==> src/rtl/txl_pkg.sv <==
package txl_pkg;

    localparam int unsigned CG_BITS = 5;

    typedef logic [1:0] mlt_sym_t;

    localparam mlt_sym_t SYM_ZERO = 2'b00;
    localparam mlt_sym_t SYM_POS  = 2'b01;
    localparam mlt_sym_t SYM_NEG  = 2'b11;

    // Position inside the four-step MLT-3 cycle
    typedef enum logic [1:0] {
        MP_ZERO_RISE = 2'd0,
        MP_POS       = 2'd1,
        MP_ZERO_FALL = 2'd2,
        MP_NEG       = 2'd3
    } mlt_phase_e;

    typedef struct packed {
        logic       nrzi;
        mlt_phase_e phase;
    } line_state_t;

    localparam line_state_t LINE_RESET = '{nrzi: 1'b0, phase: MP_ZERO_RISE};

    function automatic mlt_phase_e mlt_advance(input mlt_phase_e p);
        case (p)
            MP_ZERO_RISE: return MP_POS;
            MP_POS:       return MP_ZERO_FALL;
            MP_ZERO_FALL: return MP_NEG;
            default:      return MP_ZERO_RISE;
        endcase
    endfunction

    function automatic mlt_sym_t mlt_encode(input mlt_phase_e p);
        case (p)
            MP_POS:  return SYM_POS;
            MP_NEG:  return SYM_NEG;
            default: return SYM_ZERO;
        endcase
    endfunction

endpackage

==> src/rtl/txl_serializer.sv <==
module txl_serializer #(
    parameter int unsigned CG_W = 5
) (
    input  logic            clk,
    input  logic            rst,
    input  logic            bit_en,
    input  logic [CG_W-1:0] cg_data,
    output logic            cg_take,
    output logic            ser_bit
);
    localparam int unsigned CNT_W = (CG_W > 2) ? $clog2(CG_W) : 1;
    localparam logic [CNT_W-1:0] LAST_SLOT = CNT_W'(CG_W - 1);

    logic [CNT_W-1:0] slot_q;
    logic [CG_W-2:0]  rest_q;

    assign cg_take = bit_en && (slot_q == '0);
    assign ser_bit = (slot_q == '0) ? cg_data[CG_W-1] : rest_q[CG_W-2];

    always_ff @(posedge clk) begin
        if (rst) begin
            slot_q <= '0;
            rest_q <= '0;
        end else if (bit_en) begin
            slot_q <= (slot_q == LAST_SLOT) ? '0 : slot_q + 1'b1;
            if (slot_q == '0) begin
                rest_q <= cg_data[CG_W-2:0];
            end else begin
                rest_q <= {rest_q[CG_W-3:0], 1'b0};
            end
        end
    end
endmodule

==> src/rtl/txl_keystream.sv <==
module txl_keystream #(
    parameter int unsigned LFSR_W = 11,
    parameter int unsigned TAP_B  = 9,
    parameter logic [LFSR_W-1:0] SEED = '1
) (
    input  logic clk,
    input  logic rst,
    input  logic bit_en,
    output logic key_bit
);
    logic [LFSR_W-1:0] state_q;

    assign key_bit = state_q[LFSR_W-1] ^ state_q[TAP_B-1];

    always_ff @(posedge clk) begin
        if (rst) begin
            state_q <= SEED;
        end else if (bit_en) begin
            state_q <= {state_q[LFSR_W-2:0], key_bit};
        end
    end
endmodule

==> src/rtl/txl_line_coder.sv <==
module txl_line_coder
    import txl_pkg::*;
(
    input  logic     clk,
    input  logic     rst,
    input  logic     bit_en,
    input  logic     scr_in,
    output logic     scr_bit,
    output logic     nrzi_lvl,
    output mlt_sym_t mlt_sym
);
    line_state_t st_q, st_d;

    always_comb begin
        st_d = st_q;
        if (scr_in) begin
            st_d.nrzi  = ~st_q.nrzi;
            st_d.phase = mlt_advance(st_q.phase);
        end
    end

    always_ff @(posedge clk) begin
        if (rst) begin
            st_q    <= LINE_RESET;
            scr_bit <= 1'b0;
        end else if (bit_en) begin
            st_q    <= st_d;
            scr_bit <= scr_in;
        end
    end

    assign nrzi_lvl = st_q.nrzi;
    assign mlt_sym  = mlt_encode(st_q.phase);
endmodule

==> src/rtl/tx_line_coder.sv <==
module tx_line_coder #(
    parameter int unsigned CG_W   = 5,
    parameter int unsigned LFSR_W = 11,
    parameter int unsigned TAP_B  = 9,
    parameter logic [LFSR_W-1:0] SEED = '1
) (
    input  logic            clk,
    input  logic            rst,
    input  logic            bit_en,
    input  logic [CG_W-1:0] cg_data,
    output logic            cg_take,
    output logic            scr_bit,
    output logic            nrzi_lvl,
    output logic [1:0]      mlt_sym
);
    logic ser_bit;
    logic key_bit;
    logic scr_raw;

    txl_serializer #(.CG_W(CG_W)) u_ser (
        .clk     (clk),
        .rst     (rst),
        .bit_en  (bit_en),
        .cg_data (cg_data),
        .cg_take (cg_take),
        .ser_bit (ser_bit)
    );

    txl_keystream #(.LFSR_W(LFSR_W), .TAP_B(TAP_B), .SEED(SEED)) u_key (
        .clk     (clk),
        .rst     (rst),
        .bit_en  (bit_en),
        .key_bit (key_bit)
    );

    assign scr_raw = ser_bit ^ key_bit;

    txl_line_coder u_line (
        .clk      (clk),
        .rst      (rst),
        .bit_en   (bit_en),
        .scr_in   (scr_raw),
        .scr_bit  (scr_bit),
        .nrzi_lvl (nrzi_lvl),
        .mlt_sym  (mlt_sym)
    );
endmodule

==> config.mk <==
export PLATFORM = sky130hd
export DESIGN_NAME = tx_line_coder
export DESIGN_NICKNAME = d
export VERILOG_FILES = /design/src/rtl/txl_pkg.sv /design/src/rtl/txl_serializer.sv /design/src/rtl/txl_keystream.sv /design/src/rtl/txl_line_coder.sv /design/src/rtl/tx_line_coder.sv
export SDC_FILE = /design/constraint.sdc
export NUM_CORES = 1
export LEC_CHECK = 0
export ABC_AREA = 0
export BUFFER_PORTS_ARGS = -buffer_cell sky130_fd_sc_hd__buf_2
export CORE_ASPECT_RATIO = 0.5
export CORE_MARGIN = 3
export CORE_UTILIZATION = 30
export DETAILED_ROUTE_END_ITERATION = 8
export PLACE_DENSITY = 0.51
export SLEW_MARGIN = 10
export SYNTH_ARGS = -nofsm -noshare
export SYNTH_HDL_FRONTEND = slang
export SYNTH_SLANG_ARGS = --single-unit
==> constraint.sdc <==
create_clock -name clk -period 4.77 [get_ports clk]
set_clock_uncertainty 0.05 [all_clocks]
set_input_delay 0.477 -clock clk [delete_from_list [all_inputs] [get_ports clk]]
set_output_delay 0.477 -clock clk [all_outputs]
set_load 0.005 [all_outputs]
==> insert_results.sql, run 1 <==
INSERT INTO impl_metrics (metric_group, metric, value, unit) VALUES
('outcome', 'status', 'finished, final reports clean', ''),
('worst_setup_path', 'timing.critical_path.cells', 'inv_1 -> ha_1 -> nor2b_2 -> mux2_4 -> mux2_4 -> mux2_4', ''),
('worst_setup_path', 'critical_path.startpoint_type', 'flop', ''),
('cts', 'tritoncts', 'done', ''),
('place', 'dp_slack', '2.727', 'ns'),
('global_routing', 'initial_antenna_violation_count', '0', ''),
('place', 'gpl.final_weighted_congestion', '0.6895', ''),
('yosys', 'synthAdderAreaFrac', '8.363', '%'),
('layout', 'layout.cells.most_common_list', 'sky130_fd_sc_hd__dfxtp_1 (22), sky130_fd_sc_hd__nor2b_1 (12), sky130_fd_sc_hd__buf_2 (12), sky130_fd_sc_hd__a211o_1 (10), sky130_fd_sc_hd__nor2_1 (9)', ''),
('power_and_ir_drop', 'p_int', '0.0002890', 'W'),
('sta', 'post-route-min-period', '2.057', 'ns'),
('layout', 'util_after_layout', '37.02', '%'),
('layout', 'final_common_cell', 'sky130_fd_sc_hd__dfxtp_1', ''),
('yosys', 'yosys.cell_types.count', '23', ''),
('floorplanning', 'core.rowCount', '14', ''),
('power_and_ir_drop', 'power.clock.fraction', '29.2', '%'),
('yosys', 'synth_seq_area_share', '42.05', '%'),
('sta', 'finalMaxSlewViolations', '0', ''),
('power_and_ir_drop', 'seq_power_share', '53.9', '%'),
('global_routing', 'grt_pass1_wl', '2746', 'um'),
('detailed_routing', 'drt_pass_1_iters', '4', ''),
('hold_path', 'timing.hold.worst.class', 'reg -> reg', ''),
('cts', 'clk-insertion-delay-late', '0.26', 'ns'),
('yosys', 'number_of_flip_flops_and_latches_in_the_synthesized_netlist', '22', ''),
('layout', 'syn2layout_area_growth', '12.07', '%'),
('global_routing', 'overflow', '0', ''),
('cts', 'cts_max_level', '1', ''),
('power_and_ir_drop', 'total_leakage_power', '0.5096', 'nW'),
('yosys', 'synthesis.nets', '122', ''),
('yosys', 'synthXorXnorAreaFrac', '0.8363', '%'),
('sta', 'clock.fmax', '486.2', 'MHz'),
('cts', 'cts.root.buffer_cell', 'sky130_fd_sc_hd__clkbuf_8', ''),
('yosys', 'syn_area', '1047', 'um^2'),
('sta', 'final-setup-viol-count', '0', ''),
('sta', 'timing.max_slew.rel_slack', '60.87', '%'),
('power_and_ir_drop', 'power.ir.vdd_worst', '0.1131', 'mV'),
('worst_setup_path', 'path_delay_family', 'multiplexers', ''),
('floorplanning', 'floorplan.initialDensity', '33.03', '%'),
('cts', 'cts-resized-gates', '0', ''),
('yosys', 'yosys.area_share.simple', '18.40', '%'),
('layout', 'antennaDiodeCount', '0', ''),
('power_and_ir_drop', 'cellPowerDensity', '328.2', 'nW/um^2'),
('floorplanning', 'die_span_in_x', '89.56', 'um'),
('worst_setup_path', 'timing.critical_path.to_type', 'flop', ''),
('worst_setup_path', 'critical_path_peak_fanout', '6', ''),
('detailed_routing', 'total_length_of_routed_wires', '1712', 'um'),
('power_and_ir_drop', 'comb_power_share', '16.9', '%'),
('global_routing', 'maximum_number_of_pins_on_one_net_before_global_route_repair', '39', ''),
('place', 'post-dp-hpwl', '1114', 'um'),
('yosys', 'synth_compound_gate_area_share', '14.58', '%'),
('detailed_routing', 'detailroute.via_count', '705', ''),
('global_routing', 'first_global_vias', '589', ''),
('global_routing', 'gr-usage-all-layers', '8.751', '%'),
('worst_setup_path', 'critical_path.n_buffers_inverters', '1', ''),
('cts', 'clock_buffers_created_by_tritoncts', '3', ''),
('worst_setup_path', 'path_class', 'reg -> reg', ''),
('cts', 'clock_transition_at_the_registers_of_the_reported_paths', '0.07', 'ns'),
('detailed_routing', 'remaining_drc_errors', '0', ''),
('yosys', 'synth_area_per_cell', '9.787', 'um^2'),
('place', 'place_area', '1132', 'um^2'),
('cts', 'clock_path_buffers', '2', ''),
('worst_setup_path', 'required', '4.87', 'ns'),
('cts', 'cts.sink_count', '22', ''),
('worst_setup_path', 'crit_path_max_incr_delay', '0.35', 'ns'),
('job', 'max_cap_violations', '0', ''),
('sta', 'finalCritPeriodShare', '43.12', '%'),
('yosys', 'post_synth_inst_count', '107', ''),
('sta', 'setup_ws', '2.713', 'ns'),
('sta', 'tns', '0', 'ns'),
('floorplanning', 'design.die.area', '4279', 'um^2'),
('cts', 'post_cts_hold_buffer_count', '0', '');
-- logic make-up (layout without fill, tap and decap cells) --
kind of cell             count (synthesis)  after routing
AO/OA/AOI/OAI                           21             21
XOR/XNOR                                 1              1
adder cells (fa/ha/maj)                  7              7
buffers and inverters                   11             19
flip-flops                              22             22
multiplexers                            10             10
AND/OR/NAND/NOR                         35             35
-- per-layer routing --
layer  share of wire (%)  vias up  GRT usage (%)  wire, um
met4                   0        0          2.671         0
met2                  41       14          13.08       704
met3                 4.2        0          3.608        72
met1                  55      313          11.64       935
met5                   0        -              0         0
li1                    -      378              -         -
-- cell usage after synthesis --
master	n	area share, %
sky130_fd_sc_hd__dfxtp_1	22	42
sky130_fd_sc_hd__nor2b_1	12	7.2
sky130_fd_sc_hd__a211o_1	10	8.4
sky130_fd_sc_hd__nor2_1	9	3.2
sky130_fd_sc_hd__ha_1	7	8.4
sky130_fd_sc_hd__mux2i_1	7	6.7
sky130_fd_sc_hd__nand2b_1	6	3.6
sky130_fd_sc_hd__a21oi_1	5	2.4
sky130_fd_sc_hd__clkbuf_1	5	1.8
sky130_fd_sc_hd__inv_1	4	1.4
sky130_fd_sc_hd__a211oi_1	3	2.2
sky130_fd_sc_hd__mux2_4	3	4.3
sky130_fd_sc_hd__nand2_1	2	0.72
sky130_fd_sc_hd__nand3_1	2	0.96
sky130_fd_sc_hd__o21ai_0	2	0.96
sky130_fd_sc_hd__and2_1	1	0.60
sky130_fd_sc_hd__and2_2	1	0.72
sky130_fd_sc_hd__buf_2	1	0.48
sky130_fd_sc_hd__buf_6	1	1.1
sky130_fd_sc_hd__nor2b_2	1	0.84
sky130_fd_sc_hd__o21bai_1	1	0.72
sky130_fd_sc_hd__or2_2	1	0.60
sky130_fd_sc_hd__xnor2_1	1	0.84
-- final cells by class --
type,instances,area share [%]
Tap cell,48,5.117
Inverter,4,1.279
Sequential cell,22,37.53
Timing Repair Buffer,12,5.117
Clock buffer,3,3.518
Multi-Input combinational cell,74,47.44
-- flip-flops by register name, summed over array words and instances (netlist names) --
signal           cells
u_line.st_q          2
u_line.nrzi_lvl      1
u_line.scr_bit       1
u_key.state_q       11
u_ser.rest_q         4
u_ser.slot_q         3
-- path summary, 6_finish.rpt --
kind	startpoint	end	depth (start not counted)	slack, ns
worst min-delay path	u_key.state_q[7]	u_key.state_q[8]	1	0.42
worst max register to register	u_ser.slot_q[0]	u_line.nrzi_lvl	6	2.71
worst max-delay path	u_ser.slot_q[0]	u_line.nrzi_lvl	6	2.71
worst min register to register	u_key.state_q[7]	u_key.state_q[8]	1	0.42
-- power by group through the flow --
stage	registers, W	logic (W)	clock network, W
final	0.000208	0.0000650	0.000112
after global routing	0.000210	0.0000733	0.000126
after CTS	0.000208	0.0000664	0.000118
after detailed placement	0.000212	0.0000655	0
after global placement	0.000211	0.0000649	0
after floorplan	0.000210	0.0000537	0
-- through the flow --
| step | hold slack, ns | total power, W |
|---|---|---|
| after floorplan | 0.3774 | 0.0002637 |
| after global routing | 0.4329 | 0.0004090 |
| after CTS | 0.4163 | 0.0003923 |
| after detailed placement | 0.3957 | 0.0002776 |
| after global placement | 0.3905 | 0.0002764 |
| final | 0.4152 | 0.0003852 |
No activity file was read; power rests on OpenSTA's default activity.
==> run 2, diff against run 1 <==
--- a/config.mk
+++ b/config.mk
@@ -11,7 +11,7 @@
 export CORE_MARGIN = 3
 export CORE_UTILIZATION = 30
 export DETAILED_ROUTE_END_ITERATION = 8
-export PLACE_DENSITY = 0.51
+export PLACE_DENSITY = 0.52
 export SLEW_MARGIN = 10
 export SYNTH_ARGS = -nofsm -noshare
 export SYNTH_HDL_FRONTEND = slang
==> constraint.sdc (replaced) <==
create_clock -name clk -period 1.79 [get_ports clk]
set_clock_uncertainty 0.05 [all_clocks]
set_input_delay 0.179 -clock clk [delete_from_list [all_inputs] [get_ports clk]]
set_output_delay 0.179 -clock clk [all_outputs]
set_load 0.005 [all_outputs]
==> run 2 against run 1 <==
Routed wire length down 5.4%. Critical path depth unchanged. Largest power group unchanged. Via count up 0.14%. Clock-buffer cell count up 1. Utilization up 1.8 points. First-iteration DRC count down 8.7%. Flip-flop and latch count unchanged. Maximum frequency up 16%. Critical endpoint unchanged. Critical path type unchanged. Hold slack worse by 0.28 ns.
==> insert_results.sql, run 2 (synthesis results as in run 1) <==
INSERT INTO impl_metrics (metric_group, metric, value, unit) VALUES
('worst_setup_path', 'path_delay_family', 'multiplexers', ''),
('sta', 'max_slew.worst_pin.slew', '0.4417', 'ns'),
('cts', 'clock_path_buffers', '2', ''),
('sta', 'tns', '0', 'ns'),
('worst_setup_path', 'worst-r2r-cell-count', '6', ''),
('power_and_ir_drop', 'power.clock.fraction', '31.9', '%'),
('cts', 'post_cts.repair.setup_buffers', '0', ''),
('outcome', 'status', 'finished, final reports clean', ''),
('sta', 'clock.fmax', '564.4', 'MHz'),
('detailed_routing', 'detail_route.wl_per_cell', '9.701', 'um'),
('sta', 'finalMaxSlewViolations', '0', ''),
('power_and_ir_drop', 'total_leakage_power', '0.5385', 'nW'),
('layout', 'num-nets-final', '135', ''),
('cts', 'clock_transition_at_the_registers_of_the_reported_paths', '0.08', 'ns'),
('power_and_ir_drop', 'total_switching_power', '0.0002624', 'W'),
('worst_setup_path', 'levels_on_crit_path', '6', ''),
('worst_setup_path', 'crit_path_max_incr_delay', '0.34', 'ns'),
('layout', 'largest_register_ffs', '11', ''),
('global_routing', 'grtUsageMet3', '4.296', '%'),
('layout', 'reg_top3', 'u_key.state_q x11, u_ser.rest_q x4, u_ser.slot_q x3', ''),
('worst_setup_path', 'critical_path.n_buffers_inverters', '1', ''),
('place', 'gpl.final_weighted_congestion', '0.6445', ''),
('power_and_ir_drop', 'p_sw_share', '24.02', '%'),
('place', 'dp_slack', '0.03004', 'ns'),
('sta', 'rsz0062_at_grt', 'true', ''),
('floorplanning', 'core.rowCount', '14', ''),
('sta', 'fin_worst_hold_slack', '0.1318', 'ns'),
('worst_setup_path', 'cp_common_cell', 'sky130_fd_sc_hd__mux2_4', ''),
('global_routing', 'gr-usage-all-layers', '8.405', '%'),
('floorplanning', 'die_span_in_x', '89.56', 'um'),
('power_and_ir_drop', 'cellPowerDensity', '888.3', 'nW/um^2'),
('power_and_ir_drop', 'seq_power_share', '50.8', '%'),
('global_routing', 'gr_layer_usage_met1', '11.00', '%'),
('worst_setup_path', 'required', '1.89', 'ns'),
('worst_setup_path', 'timing.critical_path.cells', 'inv_2 -> ha_4 -> nor2b_4 -> mux2_4 -> mux2_4 -> mux2_4', ''),
('sta', 'finalHoldViolations', '0', ''),
('worst_setup_path', 'critical_path.startpoint_type', 'flop', ''),
('sta', 'final-setup-viol-count', '0', ''),
('floorplanning', 'die_y', '47.78', 'um'),
('global_routing', 'initial_antenna_violation_count', '0', ''),
('cts', 'cts.root.buffer_cell', 'sky130_fd_sc_hd__clkbuf_8', ''),
('worst_setup_path', 'timing.critical_path.slowest_stage_cell', 'sky130_fd_sc_hd__dfxtp_2', ''),
('global_routing', 'overflow', '0', ''),
('cts', 'clock_buffers_created_by_tritoncts', '3', ''),
('hold_path', 'whs_path_depth', '3', ''),
('detailed_routing', 'remaining_drc_errors', '0', ''),
('detailed_routing', 'detailroute.via_count', '706', ''),
('global_routing', 'grt_pass1_wl', '2711', 'um'),
('power_and_ir_drop', 'p_int', '0.0008301', 'W'),
('place', 'post-dp-hpwl', '1118', 'um'),
('global_routing', 'maximum_number_of_pins_on_one_net_before_global_route_repair', '26', ''),
('floorplanning', 'design.die.area', '4279', 'um^2'),
('detailed_routing', 'vias_per_cell', '4.228', ''),
('detailed_routing', 'drt_pass_1_iters', '4', ''),
('layout', 'largest_register', 'u_key.state_q', ''),
('place', 'buffer_ports.inserted', '12', ''),
('worst_setup_path', 'timing.critical_path.to_type', 'flop', ''),
('sta', 'timing.max_slew.rel_slack', '70.55', '%'),
('global_routing', 'first_global_vias', '592', ''),
('worst_setup_path', 'path_class', 'reg -> reg', ''),
('layout', 'finalInstanceArea', '1230', 'um^2'),
('cts', 'cts.sink_count', '22', ''),
('power_and_ir_drop', 'comb_power_share', '17.3', '%'),
('floorplanning', 'floorplan.initialDensity', '33.03', '%'),
('layout', 'syn2layout_area_growth', '17.44', '%'),
('global_routing', 'grtUsageMet2', '12.94', '%'),
('layout', 'share_of_final_layout_standard_cells_stronger_than_drive_strength_1', '25.21', '%'),
('sta', 'post-route-min-period', '1.772', 'ns'),
('cts', 'cts-resized-gates', '0', ''),
('cts', 'cts_max_level', '1', ''),
('cts', 'tritoncts', 'done', ''),
('worst_setup_path', 'critical_path_peak_fanout', '4', ''),
('floorplanning', 'i_o_pin_count', '13', ''),
('detailed_routing', 'first_iteration_detailed_routing_drc_count', '21', ''),
('cts', 'clk-insertion-delay-late', '0.26', 'ns'),
('layout', 'final_common_cell', 'sky130_fd_sc_hd__dfxtp_1', ''),
('layout', 'layout.cells.most_common_list', 'sky130_fd_sc_hd__dfxtp_1 (20), sky130_fd_sc_hd__nor2b_1 (12), sky130_fd_sc_hd__buf_2 (12), sky130_fd_sc_hd__a211o_1 (10), sky130_fd_sc_hd__nor2_1 (9)', ''),
('global_routing', 'gr-max-usage-layer', 'met2', ''),
('cts', 'post_cts_hold_buffer_count', '0', ''),
('layout', 'util_after_layout', '38.79', '%'),
('power_and_ir_drop', 'power.ir.vdd_worst', '0.2567', 'mV'),
('sta', 'finalCritPeriodShare', '98.99', '%'),
('worst_setup_path', 'critical_path_arrival', '1.87', 'ns'),
('place', 'place_area', '1167', 'um^2'),
('layout', 'antennaDiodeCount', '0', ''),
('detailed_routing', 'total_length_of_routed_wires', '1620', 'um'),
('sta', 'setup_ws', '0.01807', 'ns'),
('job', 'max_cap_violations', '0', ''),
('hold_path', 'timing.hold.worst.class', 'in -> reg', ''),
('detailed_routing', 'drtAntennaViolNets', '0', ''),
('floorplanning', 'core_area', '3171', 'um^2');
[run 2: changes by cell type in the layout (fill, tap and decap cells not counted), sizes merged]
cell,change
buf,+3
clkbuf,+1
[run 2: stage by stage]
step           cells  total power (W)
2_1_floorplan    107        0.0007111
3_3_place_gp     162        0.0007504
3_5_place_dp     162        0.0007548
4_1_cts          166         0.001111
5_1_grt          167         0.001163
6_report         167         0.001093
[run 2: per-layer routing]
layer  wire length [um]  share of wire [%]
met1                914                 56
met4                  0                  0
met2                627                 39
met5                  0                  0
met3                 78                4.8
[run 2: layout make-up]
type	count	area, um^2
timing repair buffer	15	82.58
tap	48	60.06
fill	336	1941
clock buffer	4	55.05
multi-input combinational	74	574.3
sequential	22	442.9
inverter	4	15.01
[run 2: power by group through the flow]
stage | combinational (W) | clock (W) | sequential [W]
3_3_place_gp | 0.000185 | 0 | 0.000565
4_1_cts | 0.000189 | 0.000366 | 0.000555
2_1_floorplan | 0.000150 | 0 | 0.000561
6_report | 0.000189 | 0.000349 | 0.000555
3_5_place_dp | 0.000188 | 0 | 0.000566
5_1_grt | 0.000216 | 0.000386 | 0.000561
[run 2: final timing paths]
kind	end	start	slack (ns)
hold reg to reg	u_key.state_q[3]	u_key.state_q[2]	0.41
setup / recovery	u_line.nrzi_lvl	u_ser.slot_q[0]	0.02
hold / removal	u_ser.rest_q[0]	cg_data[0]	0.13
setup reg to reg	u_line.nrzi_lvl	u_ser.slot_q[0]	0.02
[run 2: worst min-delay path, delay by kind of cell]
family | cells | cell delay [ns]
AND/OR/NAND/NOR | 1 | 0.07
AO/OA/AOI/OAI | 1 | 0.06
buffers and inverters | 1 | 0.09
==> run 3, diff against run 2 <==
--- a/config.mk
+++ b/config.mk
@@ -6,12 +6,14 @@
 export NUM_CORES = 1
 export LEC_CHECK = 0
 export ABC_AREA = 0
-export BUFFER_PORTS_ARGS = -buffer_cell sky130_fd_sc_hd__buf_2
 export CORE_ASPECT_RATIO = 0.5
 export CORE_MARGIN = 3
 export CORE_UTILIZATION = 30
 export DETAILED_ROUTE_END_ITERATION = 8
-export PLACE_DENSITY = 0.52
+export DONT_BUFFER_PORTS = 1
+export GPL_TIMING_DRIVEN = 0
+export PLACE_DENSITY = 0.49
+export SKIP_CTS_REPAIR_TIMING = 1
 export SLEW_MARGIN = 10
 export SYNTH_ARGS = -nofsm -noshare
 export SYNTH_HDL_FRONTEND = slang
==> run 3 against run 2 <==
The flow now finishes with violations (setup timing). Critical path depth rose by 1. Hold slack worse by 0.10 ns. Routed wire length up 18%. Highest routed layer unchanged.
==> insert_results.sql, run 3 (synthesis results as in run 1) <==
INSERT INTO impl_metrics (metric_group, metric, value, unit) VALUES
('global_routing', 'initial_antenna_violation_count', '0', ''),
('worst_setup_path', 'timing.critical_path.to_type', 'flop', ''),
('detailed_routing', 'vias_per_cell', '4.500', ''),
('layout', 'final_cells', '162', ''),
('worst_setup_path', 'levels_on_crit_path', '7', ''),
('power_and_ir_drop', 'total_leakage_power', '0.5024', 'nW'),
('worst_setup_path', 'critical_path_peak_fanout', '4', ''),
('power_and_ir_drop', 'comb_power_share', '18.2', '%'),
('layout', 'regArea', '445.4', 'um^2'),
('layout', 'syn2layout_area_growth', '14.81', '%'),
('worst_setup_path', 'required', '1.89', 'ns'),
('layout', 'multi_input_comb_area', '574.3', 'um^2'),
('worst_setup_path', 'path_class', 'reg -> reg', ''),
('place', 'post-dp-hpwl', '1302', 'um'),
('worst_setup_path', 'critical_path.reg2reg.startpoint', 'u_ser.slot_q[0]', ''),
('layout', 'antennaDiodeCount', '0', ''),
('worst_setup_path', 'timing.critical_path.cells', 'inv_2 -> ha_4 -> nor2b_4 -> buf_6 -> mux2_4 -> mux2_4 -> mux2_4', ''),
('layout', 'largest_register', 'u_key.state_q', ''),
('detailed_routing', 'detail_route.wl_per_cell', '11.82', 'um'),
('worst_setup_path', 'critical_path.n_buffers_inverters', '2', ''),
('hold_path', 'timing.hold.worst.class', 'in -> reg', ''),
('place', 'place_inst', '155', ''),
('hold_path', 'whs_path_depth', '2', ''),
('global_routing', 'gr-usage-all-layers', '10.09', '%'),
('power_and_ir_drop', 'total_switching_power', '0.0002646', 'W'),
('worst_setup_path', 'timing.critical_path.slowest_stage_cell', 'sky130_fd_sc_hd__dfxtp_4', ''),
('worst_setup_path', 'worst_reg_to_reg_setup_slack', '-0.09', 'ns'),
('global_routing', 'grt_pass1_wl', '3194', 'um'),
('detailed_routing', 'remaining_drc_errors', '0', ''),
('floorplanning', 'die_y', '47.78', 'um'),
('sta', 'rsz0062_at_grt', 'true', ''),
('cts', 'cts_max_level', '1', ''),
('cts', 'cts.sink_count', '22', ''),
('power_and_ir_drop', 'power.ir.vdd_worst', '0.3739', 'mV'),
('layout', 'layout.cells.most_common_list', 'sky130_fd_sc_hd__dfxtp_1 (20), sky130_fd_sc_hd__nor2b_1 (12), sky130_fd_sc_hd__a211o_1 (10), sky130_fd_sc_hd__nor2_1 (9), sky130_fd_sc_hd__mux2i_1 (7)', ''),
('floorplanning', 'i_o_pin_count', '13', ''),
('worst_setup_path', 'crit_path_max_incr_delay', '0.37', 'ns'),
('worst_setup_path', 'critical_path_arrival', '1.98', 'ns'),
('outcome', 'violations', 'setup timing', ''),
('power_and_ir_drop', 'cellPowerDensity', '873.9', 'nW/um^2'),
('cts', 'tritoncts', 'done', ''),
('sta', 'timing.max_slew.rel_slack', '68.52', '%'),
('place', 'buffer_ports.inserted', '0', ''),
('global_routing', 'overflow', '0', ''),
('sta', 'tns', '-0.1411', 'ns'),
('hold_path', 'whs_endpoint', 'u_ser.rest_q[0]', ''),
('worst_setup_path', 'path_delay_family', 'multiplexers', ''),
('cts', 'cts.root.buffer_cell', 'sky130_fd_sc_hd__clkbuf_8', ''),
('layout', 'num-nets-final', '131', ''),
('sta', 'max_slew.worst_pin.slew', '0.4722', 'ns'),
('sta', 'setup_ws', '-0.09439', 'ns'),
('power_and_ir_drop', 'p_int', '0.0007862', 'W'),
('detailed_routing', 'detailroute.via_count', '729', ''),
('sta', 'post-route-min-period', '1.884', 'ns'),
('global_routing', 'maximum_number_of_pins_on_one_net_before_global_route_repair', '12', ''),
('floorplanning', 'die_span_in_x', '89.56', 'um'),
('sta', 'clock.fmax', '530.7', 'MHz'),
('sta', 'finalCritPeriodShare', '105.3', '%'),
('detailed_routing', 'total_length_of_routed_wires', '1915', 'um'),
('power_and_ir_drop', 'power.clock.fraction', '28.8', '%'),
('outcome', 'status', 'complete, but fails checks', ''),
('worst_setup_path', 'worst-r2r-cell-count', '7', ''),
('power_and_ir_drop', 'seq_power_share', '53.0', '%'),
('detailed_routing', 'drtAntennaViolNets', '0', ''),
('floorplanning', 'core.rowCount', '14', ''),
('hold_path', 'min_from', 'cg_data[0]', ''),
('detailed_routing', 'drt_pass_1_iters', '4', ''),
('cts', 'clock_path_buffers', '2', ''),
('global_routing', 'first_global_vias', '682', ''),
('power_and_ir_drop', 'p_sw_share', '25.18', '%'),
('floorplanning', 'design.die.area', '4279', 'um^2'),
('place', 'gpl.final_weighted_congestion', '0.6804', ''),
('sta', 'final-setup-viol-count', '2', ''),
('layout', 'reg_top3', 'u_key.state_q x11, u_ser.rest_q x4, u_ser.slot_q x3', ''),
('layout', 'final_common_cell', 'sky130_fd_sc_hd__dfxtp_1', ''),
('cts', 'clock_transition_at_the_registers_of_the_reported_paths', '0.08', 'ns'),
('layout', 'share_of_final_layout_standard_cells_stronger_than_drive_strength_1', '18.42', '%'),
('worst_setup_path', 'cp_common_cell', 'sky130_fd_sc_hd__mux2_4', ''),
('worst_setup_path', 'r2r-end', 'u_line.nrzi_lvl', ''),
('layout', 'largest_register_ffs', '11', ''),
('detailed_routing', 'first_iteration_detailed_routing_drc_count', '20', ''),
('sta', 'finalHoldViolations', '0', ''),
('cts', 'clk-insertion-delay-late', '0.26', 'ns'),
('job', 'max_cap_violations', '0', ''),
('floorplanning', 'floorplan.initialDensity', '33.03', '%'),
('sta', 'finalMaxSlewViolations', '0', ''),
('floorplanning', 'core_area', '3171', 'um^2'),
('cts', 'clock_buffers_created_by_tritoncts', '3', ''),
('layout', 'nFillCells', '323', ''),
('worst_setup_path', 'critical_path.startpoint_type', 'flop', '');
==> run 3: changes by cell type in the layout (fill, tap and decap cells not counted) <==
cell                       previous run  this run
sky130_fd_sc_hd__buf_2               12         1
sky130_fd_sc_hd__clkbuf_1             0         4
sky130_fd_sc_hd__buf_4                3         4
sky130_fd_sc_hd__buf_6                0         1
sky130_fd_sc_hd__clkbuf_2             0         1
sky130_fd_sc_hd__clkbuf_8             4         3
sky130_fd_sc_hd__dfxtp_2              2         1
sky130_fd_sc_hd__dfxtp_4              0         1
==> run 3: worst register-to-register path: cells and delay by family, from the launching register on <==
family	cells	cell delay, ns
buffers and inverters	2	0.16
multiplexers	3	0.91
flip-flops	1	0.37
AND/OR/NAND/NOR	1	0.12
adder cells (fa/ha/maj)	1	0.16
==> run 3: worst max path at each step <==
stage / from / to / slack [ns]
2_1_floorplan: u_ser.slot_q[0] / u_line.nrzi_lvl / -0.05
3_3_place_gp: u_ser.slot_q[0] / u_line.nrzi_lvl / -0.11
3_5_place_dp: u_ser.slot_q[0] / u_line.nrzi_lvl / -0.11
4_1_cts: u_ser.slot_q[0] / u_line.nrzi_lvl / -0.13
5_1_grt: u_ser.slot_q[0] / u_line.nrzi_lvl / -0.15
6_report: u_ser.slot_q[0] / u_line.nrzi_lvl / -0.09
==> run 3: cell type report <==
cell class | instances | share of cell area (%)
plain buffers | 7 | 3.018
flip-flops and latches | 22 | 37.04
repair buffers | 4 | 2.497
inverters | 4 | 1.249
multi-input cells | 74 | 47.76
clock buffers | 3 | 3.434
well taps | 48 | 4.995
==> run 3: through the flow <==
step	cell area, um^2	worst slack (ns)	power [W]	hold slack [ns]	utilization [%]
2_1_floorplan	1067	-0.05156	0.0007111	0.2966	-
3_3_place_gp	1127	-0.1133	0.0007420	0.3089	35.56
3_5_place_dp	1127	-0.1140	0.0007447	0.3097	35.56
4_1_cts	1169	-0.1302	0.001049	0.03048	36.86
5_1_grt	1202	-0.1464	0.001115	0.04535	37.92
6_report	1202	-0.09439	0.001051	0.03026	37.92
==> run 3: power by group through the flow <==
stage	Combinational [W]	Sequential, W	Clock [W]
6_report	0.000191	0.000557	0.000302
4_1_cts	0.000178	0.000558	0.000314
5_1_grt	0.000217	0.000563	0.000336
3_3_place_gp	0.000174	0.000568	0
2_1_floorplan	0.000150	0.000561	0
3_5_place_dp	0.000176	0.000569	0
==> run 3: metal layers <==
| layer | routed length [um] | up-vias | global-route usage, % |
|---|---|---|---|
| met3 | 61 | 0 | 3.608 |
| li1 | - | 375 | - |
| met4 | 0 | 0 | 2.671 |
| met1 | 1034 | 341 | 13.78 |
| met2 | 819 | 13 | 15.26 |
| met5 | 0 | - | 0 |
